$ cat config.mk
export PLATFORM = sky130hd
export DESIGN_NAME = cpo_pad_owner
export DESIGN_NICKNAME = d
export VERILOG_FILES = /design/src/rtl/cpo_pkg.sv /design/src/rtl/cpo_phase_fsm.sv /design/src/rtl/cpo_own_map.sv /design/src/rtl/cpo_oe_steer.sv /design/src/rtl/cpo_pad_owner.sv
export SDC_FILE = /design/constraint.sdc
export NUM_CORES = 1
export LEC_CHECK = 0
export ABC_CLOCK_PERIOD_IN_PS = 2200
export BUFFER_PORTS_ARGS = -buffer_cell sky130_fd_sc_hd__buf_2
export CAP_MARGIN = 20
export CORE_MARGIN = 2
export CORE_UTILIZATION = 34
export DETAILED_ROUTE_END_ITERATION = 6
export PLACE_DENSITY = 0.8
export SLEW_MARGIN = 10
export SYNTH_ARGS = -nofsm -noshare
export SYNTH_HDL_FRONTEND = slang
export SYNTH_SLANG_ARGS = --single-unit
$ cat constraint.sdc
create_clock -name clk -period 2.2 [get_ports clk]
set_clock_uncertainty 0.05 [all_clocks]
set_input_delay 0.22 -clock clk [delete_from_list [all_inputs] [get_ports clk]]
set_output_delay 0.22 -clock clk [all_outputs]
set_load 0.02 [all_outputs]
$ cat src/rtl/cpo_pkg.sv
package cpo_pkg;
    localparam int N_JTAG  = 4;
    localparam int N_SSPI  = 5;
    localparam int N_MSPI  = 5;
    localparam int N_GRP   = 6;

    localparam int JTAG_BASE = 0;
    localparam int JSEL_IDX  = JTAG_BASE + N_JTAG;
    localparam int SSPI_BASE = JSEL_IDX + 1;
    localparam int MSPI_BASE = SSPI_BASE + N_SSPI;
    localparam int RECF_IDX  = MSPI_BASE + N_MSPI;
    localparam int RDY_IDX   = RECF_IDX + 1;
    localparam int DONE_IDX  = RDY_IDX + 1;
    localparam int N_PAD     = DONE_IDX + 1;

    localparam int GRP_JTAG = 0;
    localparam int GRP_SSPI = 1;
    localparam int GRP_MSPI = 2;
    localparam int GRP_RECF = 3;
    localparam int GRP_RDY  = 4;
    localparam int GRP_DONE = 5;

    typedef enum logic [1:0] {
        PH_CFG       = 2'd0,
        PH_USER_LIVE = 2'd1,
        PH_USER_LOCK = 2'd2
    } phase_t;

    function automatic int pad_group(input int p);
        if (p < JSEL_IDX)       return GRP_JTAG;
        else if (p == JSEL_IDX) return GRP_JTAG;
        else if (p < MSPI_BASE) return GRP_SSPI;
        else if (p < RECF_IDX)  return GRP_MSPI;
        else if (p == RECF_IDX) return GRP_RECF;
        else if (p == RDY_IDX)  return GRP_RDY;
        else                    return GRP_DONE;
    endfunction
endpackage

$ cat src/rtl/cpo_phase_fsm.sv
module cpo_phase_fsm
    import cpo_pkg::*;
#(
    parameter int NGRP = N_GRP
) (
    input  logic            clk,
    input  logic            rst_n,
    input  logic            cfg_enter,
    input  logic            cfg_done,
    input  logic            boot_mode_lsb,
    input  logic [NGRP-1:0] rel_opt,
    output phase_t          phase,
    output logic [NGRP-1:0] rel_q
);
    phase_t phase_nx;
    logic   take_user;

    always_comb begin
        take_user = (phase == PH_CFG) && cfg_done && !cfg_enter;
        phase_nx  = phase;
        unique case (phase)
            PH_CFG: begin
                if (take_user)
                    phase_nx = (rel_opt[GRP_JTAG] && boot_mode_lsb) ? PH_USER_LOCK
                                                                    : PH_USER_LIVE;
            end
            PH_USER_LIVE: if (cfg_enter) phase_nx = PH_CFG;
            PH_USER_LOCK: if (cfg_enter) phase_nx = PH_CFG;
            default:      phase_nx = PH_CFG;
        endcase
    end

    always_ff @(posedge clk or negedge rst_n) begin
        if (!rst_n) phase <= PH_CFG;
        else        phase <= phase_nx;
    end

    always_ff @(posedge clk or negedge rst_n) begin
        if (!rst_n)         rel_q <= '0;
        else if (take_user) rel_q <= rel_opt;
    end


    opt_frozen_chk: assert property (@(posedge clk) disable iff (!rst_n)
        (phase != PH_CFG && $past(phase != PH_CFG)) |-> $stable(rel_q));


    lock_needs_release_chk: assert property (@(posedge clk) disable iff (!rst_n)
        (phase == PH_USER_LOCK) |-> rel_q[GRP_JTAG]);


    reenter_cfg_chk: assert property (@(posedge clk) disable iff (!rst_n)
        (phase != PH_CFG && cfg_enter) |=> (phase == PH_CFG));
endmodule

$ cat src/rtl/cpo_own_map.sv
module cpo_own_map
    import cpo_pkg::*;
#(
    parameter int NPAD = N_PAD,
    parameter int NGRP = N_GRP
) (
    input  logic            clk,
    input  logic            rst_n,
    input  phase_t          phase,
    input  logic            cfg_enter,
    input  logic [NGRP-1:0] rel_q,
    input  logic            jsel_in,
    output logic [NPAD-1:0] own
);
    logic hold;
    logic jtag_rel;

    always_comb begin
        hold     = (phase == PH_CFG) || cfg_enter;
        jtag_rel = rel_q[GRP_JTAG];
    end

    for (genvar p = 0; p < NPAD; p++) begin : g_pad
        localparam int GRP = pad_group(p);
        if (p < JSEL_IDX) begin : g_jtag
            always_comb begin
                if (hold || !jtag_rel)            own[p] = 1'b1;
                else if (phase == PH_USER_LOCK)   own[p] = 1'b0;
                else                              own[p] = !jsel_in;
            end
        end else if (p == JSEL_IDX) begin : g_jsel
            always_comb own[p] = hold || (jtag_rel && phase == PH_USER_LIVE);
        end else begin : g_plain
            always_comb own[p] = hold || !rel_q[GRP];
        end
    end


    cfg_owns_all_chk: assert property (@(posedge clk) disable iff (!rst_n)
        (phase == PH_CFG) |-> (&own));
endmodule

$ cat src/rtl/cpo_oe_steer.sv
module cpo_oe_steer
    import cpo_pkg::*;
#(
    parameter int NPAD = N_PAD
) (
    input  logic [NPAD-1:0] own,
    input  logic [NPAD-1:0] gpio_oe_req,
    output logic [NPAD-1:0] user_oe,
    output logic [NPAD-1:0] user_ie
);
    for (genvar p = 0; p < NPAD; p++) begin : g_pad
        if (p == RECF_IDX) begin : g_out_only
            always_comb begin
                user_oe[p] = !own[p];
                user_ie[p] = 1'b0;
            end
        end else begin : g_bidir
            always_comb begin
                user_oe[p] = !own[p] && gpio_oe_req[p];
                user_ie[p] = !own[p];
            end
        end
    end
endmodule

$ cat src/rtl/cpo_pad_owner.sv
module cpo_pad_owner
    import cpo_pkg::*;
(
    input  logic              clk,
    input  logic              rst_n,
    input  logic              cfg_enter,
    input  logic              cfg_done,
    input  logic              boot_mode_lsb,
    input  logic [N_GRP-1:0]  rel_opt,
    input  logic              jsel_in,
    input  logic [N_PAD-1:0]  gpio_oe_req,
    output logic [N_PAD-1:0]  pad_own_cfg,
    output logic [N_PAD-1:0]  user_oe,
    output logic [N_PAD-1:0]  user_ie
);
    phase_t             phase;
    logic [N_GRP-1:0]   rel_q;

    cpo_phase_fsm #(.NGRP(N_GRP)) u_fsm (
        .clk           (clk),
        .rst_n         (rst_n),
        .cfg_enter     (cfg_enter),
        .cfg_done      (cfg_done),
        .boot_mode_lsb (boot_mode_lsb),
        .rel_opt       (rel_opt),
        .phase         (phase),
        .rel_q         (rel_q)
    );

    cpo_own_map #(.NPAD(N_PAD), .NGRP(N_GRP)) u_map (
        .clk       (clk),
        .rst_n     (rst_n),
        .phase     (phase),
        .cfg_enter (cfg_enter),
        .rel_q     (rel_q),
        .jsel_in   (jsel_in),
        .own       (pad_own_cfg)
    );

    cpo_oe_steer #(.NPAD(N_PAD)) u_steer (
        .own         (pad_own_cfg),
        .gpio_oe_req (gpio_oe_req),
        .user_oe     (user_oe),
        .user_ie     (user_ie)
    );


    enter_grabs_all_chk: assert property (@(posedge clk) disable iff (!rst_n)
        cfg_enter |-> (&pad_own_cfg));


    lock_frees_jtag_chk: assert property (@(posedge clk) disable iff (!rst_n)
        (phase == PH_USER_LOCK && !cfg_enter) |-> (pad_own_cfg[JSEL_IDX:JTAG_BASE] == '0));


    recf_out_only_chk: assert property (@(posedge clk) disable iff (!rst_n)
        !pad_own_cfg[RECF_IDX] |-> (user_oe[RECF_IDX] && !user_ie[RECF_IDX]));


    owned_no_gpio_chk: assert property (@(posedge clk) disable iff (!rst_n)
        ((pad_own_cfg & (user_oe | user_ie)) == '0));
endmodule

# [Word-level counts from Yosys, hierarchy flattened]
# Index checks and enable logic that the tools add are counted.
[totals] rom_bits=0 memories=0 input_bits=30 latch_bits=0 ramBits=0 regBits=8
[classes] n_eq_ne=4 mux=6 n_lt_le_gt_ge=0 bitwise_logic=0 shifts=0 addsub=0 reduce_logical=47 div=0 multipliers=0
[op_table] cell="logical AND 1 bit" n=21
[op_table] cell="zero test 1 bit" n=15
[op_table] cell="logical OR 1 bit" n=8
[op_table] cell="2-to-1 mux 2 bit" n=3
[op_table] cell="inequality test 2 x 1 -> 1 bit, second input constant" n=2
[op_table] cell="one-hot mux 2 bit (2 select lines)" n=1
[op_table] cell="equality test 2 x 1 -> 1 bit, second input constant" n=1
[op_table] cell="equality test 2 bit, second input constant" n=1
[op_table] cell="zero test 2 bit" n=1
[op_table] cell="2-to-1 mux 1 bit" n=2
[op_table] cell="AND reduction 2 bit" n=1
[op_table] cell="OR reduction 2 bit" n=1

# [Longest topological paths before layout]
# Gate-level depths: netlist of run 1.
[depth] word_depth=6 mapped_depth=7 ltp_nobuf=5

# [Hierarchy]
# From an unflattened synthesis of run 1, not the netlist that was laid out.
[hier_totals] cells_unflattened=85 hier_area_um2=693.2
[by_module_without_submodules] mod="cpo_phase_fsm" cells_each=27 area_per_inst_um2=364.1 seq_area_each_um2=200.2 instances=1
[by_module_without_submodules] mod="cpo_oe_steer" cells_each=37 area_per_inst_um2=185.2 seq_area_each_um2=0.0 instances=1
[by_module_without_submodules] mod="cpo_own_map" cells_each=21 area_per_inst_um2=143.9 seq_area_each_um2=0.0 instances=1

# [Worst setup path before layout of run 1]
# No wires, ideal clock.
[synth_timing] kind="register to output" from="register u_fsm.phase[0]" to="output port pad_own_cfg[1]" t_arrival_ns=1.853 path_slack_ns=0.077 path_stages_with_launch=7 path_cell_list="dfrtp_1 > inv_1 > ha_1 > clkbuf_2 > nor3_2 > inv_1 > buf_4"
[synth_between] elab_chain_len=4
[synth_rtl] element="from (decl)" line_no="cpo_phase_fsm.sv:12" rtl="output phase_t phase,"
[synth_rtl] element="from (signal assigned)" line_no="cpo_phase_fsm.sv:35" rtl="else phase <= phase_nx;"
[synth_rtl] element="zero test 2 bit" line_no="cpo_own_map.sv:19" rtl="hold = (phase == PH_CFG) || cfg_enter;"
[synth_rtl] element="logical OR 1 bit" line_no="cpo_own_map.sv:19"
[synth_rtl] element="logical OR 1 bit"
[synth_rtl] element="2-to-1 mux 1 bit *"
[synth_rtl] element="to (decl)" line_no="cpo_pad_owner.sv:12" rtl="output logic [N_PAD-1:0] pad_own_cfg,"
# Every way passes the cells marked *; elsewhere a longest branch is shown, timed or not.

# [Worst setup path in the final report of run 1]
[layout_timing] from="register u_fsm.phase[0]" to="output port pad_own_cfg[9]"
[layout_between] elab_chain_len=3
[layout_rtl] element="zero test 2 bit" line_no="cpo_own_map.sv:19"
[layout_rtl] element="logical OR 1 bit" line_no="cpo_own_map.sv:19"
[layout_rtl] element="logical OR 1 bit" line_no="cpo_own_map.sv:34" rtl="always_comb own[p] = hold || !rel_q[GRP];"
# No other way between the ends.

==> results.cfg, run 1 <==
[sta]
finalCritPeriodShare_pct = 93.0
rsz0062_at_grt = no
hold_viol_final = 0
timing.final.crit_period_ns = 2.05
final-setup-viol-count = 0
timing.fmax_mhz = 489
tns_ns = 0
drv_slew = 0
hold_ws_ns = 0.159

[route]
via_per_inst = 4.29
dr_wl_met2_mm = 1.05
highest_layer = met3
wl_met3_um = 134
drc = 0
drt-pass1-iter-count = 4
detail_route.wl_per_cell_um = 10.5
final_antenna_net_count = 0
drtIter0Drc = 11
wl_mm = 1.87
vias = 764
drt-met1-wl_um = 686

[yosys]
synth_top_area_share_pct = 26.0
synth.ff_latch_count = 8
synth_top_family_by_area = buffers and inverters
synth_area_leader_cell = dfrtp_1
synth_mux_area_share_pct = 8.78
yosys_warnings = 0
synth_nets = 121
synth-compound-area-share_pct = 5.04
ys_types = 21
ys_top_cells_by_area = dfrtp_1 26%, buf_4 22%, and3_1 9.8%
syn_avg_cell_area_sq_um = 8.74
synth_fa_ha_area_share_pct = 4.88
synth-simple-area-share_pct = 26.7
synth-xor-area-share_pct = 0
yosysSeqAreaShare_pct = 26.0
netlist_area_sq_um = 769
synthCells = 88

[min_path]
hp-class = in2reg

[worst_setup_path]
cp-start-kind = flip-flop
cp_max_fo = 9
cp.required_ns = 1.93
crit_type = reg2out
arrival_ns = 1.78
cp_slowest_cell = dfrtp_1
cp_common_cell = inv_1
path_cells = inv_1, ha_1, nor2_4, and2_1, inv_1, buf_2
critPathMaxStageDelay_ns = 0.39
crit_path_end_kind = output port

[clock_network]
cts_tree = done
cts_htree_levels = 1
path_clk_slew_ns = 0.05
cts.root.buffer_cell = clkbuf_4
cts_made_buffers = 3
clock_path_buffers = 2
clkSinkCount = 8
insertion_delay_ns = 0.24

[floorplanning]
die_area_sq_mm = 0.00266
die_w_um = 51.6
die_y_um = 51.6
start_util_pct = 35.5
row_count = 17
coreArea_sq_mm = 0.00217
boundaryPins = 84

[cells_and_area]
drive_above_1_share_pct = 63.3
diodes = 0
design_area_sq_mm = 0.00108
final_nets = 185
areaGrowthSynthToFinish_pct = 40.5

[power_and_ir_drop]
finalPower_mw = 1.13
p_leak_nw = 0.679
peakVddDrop_v = 0.000542
powerDensity_mw_per_mm2 = 1040

[global_routing]
grtUsageTotal_pct = 13.9
grt_max_degree = 18
gr-total-overflow = 0
grt_pass1_wl_mm = 2.83
grt_antenna_before_repair = 0
grt_pass1_vias = 645

[run]
maxCapViolations = 0

[placement]
gp_congestion = 0.626
port_buffers = 81
hpwl_mm = 1.64
place_area_sq_mm = 0.00103

[status]
status = finished clean
-- flip-flops by register name (all words and copies together), names as in the netlist --
name	cells
u_fsm.phase	2
u_fsm.rel_q	6
-- per-stage QoR --
| step | setup WS, ns | util, % | instances |
|---|---|---|---|
| after floorplan | 0.0775 | - | 88 |
| after global placement | 0.382 | 47.3 | 172 |
| after detailed placement | 0.318 | 47.3 | 172 |
| after CTS | 0.0514 | 48.8 | 176 |
| after global routing | 0.0107 | 49.8 | 178 |
| final | 0.154 | 49.8 | 178 |
-- per-layer routing --
metal,GRT usage [%],vias up
li1,-,387
met1,15.2,344
met2,25.4,33
met3,2.87,0
met4,6.14,0
met5,0,-
-- what timing repair did --
action / in CTS / in global routing
setup buffers: 0 / 2
endpoints found under the setup margin: 0 / 19
gates resized for setup: 0 / 1
hold buffers: 1 / 0
endpoints found under the hold margin: 8 / 0
-- placed cells by master (no fill, tap or decap), drive strengths merged, types with 2 or more instances in the layout --
cell,n
o21ai,3
dfrtp,8
and3,12
buf,83
inv,9
ha,3
nand2,2
nand3,2
and2,9
mux2,6
clkbuf,3
-- area by class of cell --
class	instances	area (sq um)
sequential	8	200
fill	217	1090
tap	28	35.0
inverter	9	33.8
clock buffer	3	22.5
multi-input combinational	46	359
timing repair buffer	84	430
-- worst paths after layout --
path | depth (start not counted) | to | startpoint | slack, ns
setup / recovery | 6 | pad_own_cfg[9] | u_fsm.phase[0] | 0.15
hold / removal | 2 | u_fsm.rel_q[4] | rel_opt[4] | 0.16
setup reg to reg | 5 | u_fsm.phase[1] | u_fsm.phase[0] | 0.62
hold reg to reg | 1 | u_fsm.rel_q[3] | u_fsm.rel_q[3] | 0.47
max in group asynchronous | 2 | u_fsm.rel_q[4] | rst_n | 1.65
min in group asynchronous | 2 | u_fsm.rel_q[5] | rst_n | 0.29
-- cell families (layout without fill, tap and decap cells) --
family	Yosys count	after routing
adders and majority gates	3	3
DFF	8	8
other	1	1
and+or+nand+nor	30	30
buffers and inverters	34	96
AOI/OAI and AO/OA	6	6
muxes	6	6
-- critical path: cells and delay by family, from the launching register on --
kind	cells	cell delay (ns)
flip-flops	1	0.39
AND/OR/NAND/NOR	2	0.45
adder cells (fa/ha/maj)	1	0.35
buffers and inverters	3	0.35
-- power breakdown --
part           total, mW  internal, mW  switching, mW
logic              0.743         0.282          0.461
registers          0.280         0.218         0.0626
clock network      0.105        0.0620         0.0431
-- cell usage after synthesis --
library cell  number
nand2_1            2
a22oi_1            1
nand3b_4           1
a211oi_1           1
mux2_2             6
nand2b_1           1
ha_1               3
nor3_2             1
nand3_1            2
inv_1              9
and3b_1            1
nor2_4             1
a32oi_1            1
and3_1            12
o21ai_0            3
buf_2              1
conb_1             1
buf_4             23
and2_1             9
clkbuf_2           1
dfrtp_1            8
(Power assumes the default switching activity.)
==> run 2, diff against run 1 <==
Settings changed: ABC_CLOCK_PERIOD_IN_PS 2200 to 1700, CELL_PAD_IN_SITES_DETAIL_PLACEMENT set to 2, CELL_PAD_IN_SITES_GLOBAL_PLACEMENT set to 2, CORE_UTILIZATION 34 to 14, PLACE_DENSITY 0.8 to not set, PLACE_DENSITY_LB_ADDON set to 0.1.
Clock period 2.2 ns to 1.7 ns, I/O delays scaled along.
==> results.cfg, run 2 (synthesized netlist as in run 1, its figures left out) <==
[worst_setup_path]
crit_type = reg2out
cp-start-kind = flip-flop
path_cells = inv_2, ha_4, nor2_4, buf_6, and3_1, buf_6
cp_slowest_cell = dfrtp_2
crit_family = flip-flops
path_buf_inv = 3
arrival_ns = 1.53
cp_common_cell = buf_6
crit_path_end_kind = output port
cp_max_fo = 5
cp.required_ns = 1.48
critPathMaxStageDelay_ns = 0.38

[global_routing]
grtUsageTotal_pct = 9.22
grt_pass1_wl_mm = 4.49
gr-total-overflow = 0
grt_antenna_before_repair = 0
grt_pass1_vias = 873
grt_max_degree = 9

[cells_and_area]
diodes = 0
largest_registers = u_fsm.rel_q: 6 flops, u_fsm.phase: 2 flops
final_util_pct = 30.5
drive_above_1_share_pct = 78.6
largest_reg_flops = 6
final_nets = 194
areaGrowthSynthToFinish_pct = 106
regMostFlops = u_fsm.rel_q
design_area_sq_mm = 0.00159
final_common_cell = buf_6
final_cell_mix = 38 x buf_6, 37 x buf_2, 16 x buf_4

[placement]
pre_cts_slack_ns = -0.00798
gp_congestion = 0.684
port_buffers = 81
hpwl_mm = 2.29
place_area_sq_mm = 0.00112

[route]
final_antenna_net_count = 0
detail_route.wl_per_cell_um = 13.2
vias = 856
wl_mm = 3.03
via_per_inst = 3.74
drtIter0Drc = 7
drt-pass1-iter-count = 2
drc = 0

[floorplanning]
row_count = 26
coreArea_sq_mm = 0.00520
start_util_pct = 14.8
boundaryPins = 84
die_y_um = 78.1
die_area_sq_mm = 0.00611
die_w_um = 78.1

[sta]
setup_ws_ns = -0.0475
finalCritPeriodShare_pct = 103
timing.final.crit_period_ns = 1.75
hold_viol_final = 0
final-setup-viol-count = 25
drv_slew = 0
timing.fmax_mhz = 572
tns_ns = -0.618
hold_ws_ns = 0.126
rsz0062_at_grt = yes

[min_path]
hp-class = in2reg

[run]
maxCapViolations = 0

[power_and_ir_drop]
peakVddDrop_v = 0.000571
powerDensity_mw_per_mm2 = 1350
p_leak_nw = 0.803

[clock_network]
cts_htree_levels = 1
cts.root.buffer_cell = clkbuf_8
clock_path_buffers = 2
cts_tree = done
insertion_delay_ns = 0.23
clkSinkCount = 8
path_clk_slew_ns = 0.04
cts_made_buffers = 3

[status]
violations = setup timing
status = finished, violations left
-- run 2: changes by cell type in the layout (fill, tap and decap cells not counted), sizes merged --
cell and delta:
buf +8, nor2 +1
-- run 2: power by group --
part | total (mW) | internal [mW] | switching [mW]
logic | 1.52 | 0.753 | 0.771
registers | 0.388 | 0.284 | 0.104
clock network | 0.223 | 0.153 | 0.0701
total | 2.13 | 1.19 | 0.945
-- run 2: cell type report --
| cell class | count | area [sq um] |
|---|---|---|
| inverter | 9 | 48.8 |
| fill | 592 | 3620 |
| tap | 70 | 87.6 |
| sequential | 8 | 201 |
| timing repair buffer | 92 | 743 |
| clock buffer | 3 | 41.3 |
| multi-input combinational | 47 | 464 |
-- run 2: through the flow --
stage / total power, mW / instances
finish: 2.13 / 229
global route: 2.29 / 229
CTS: 1.95 / 226
detailed placement: 1.43 / 217
global placement: 1.41 / 217
floorplan: 1.20 / 88
-- run 2: layer usage --
| metal | global-route usage (%) | vias up | share of wire [%] |
|---|---|---|---|
| li1 | - | 407 | - |
| met1 | 10.1 | 405 | 36 |
| met2 | 17.6 | 42 | 57 |
| met3 | 2.87 | 2 | 6.5 |
| met4 | 1.58 | 0 | 0.30 |
| met5 | 0 | - | 0 |
-- run 2: path summary, 6_finish.rpt --
check / startpoint / end / cells after the start / slack [ns]
setup / recovery: u_fsm.phase[1] / user_oe[10] / 6 / -0.05
hold / removal: rel_opt[3] / u_fsm.rel_q[3] / 2 / 0.13
setup reg to reg: u_fsm.phase[1] / u_fsm.phase[1] / 7 / 0.11
hold reg to reg: u_fsm.rel_q[3] / u_fsm.rel_q[3] / 1 / 0.46
max in group asynchronous: rst_n / u_fsm.phase[1] / 2 / 1.15
min in group asynchronous: rst_n / u_fsm.phase[0] / 2 / 0.26
-- run 2: timing repair --
action	in CTS	in global routing
endpoints found under the hold margin	8	0
gates cloned	2	0
pin swaps	6	11
resized for setup	68	42
setup buffers	3	3
hold buffers	1	0
setup endpoints to repair	51	47
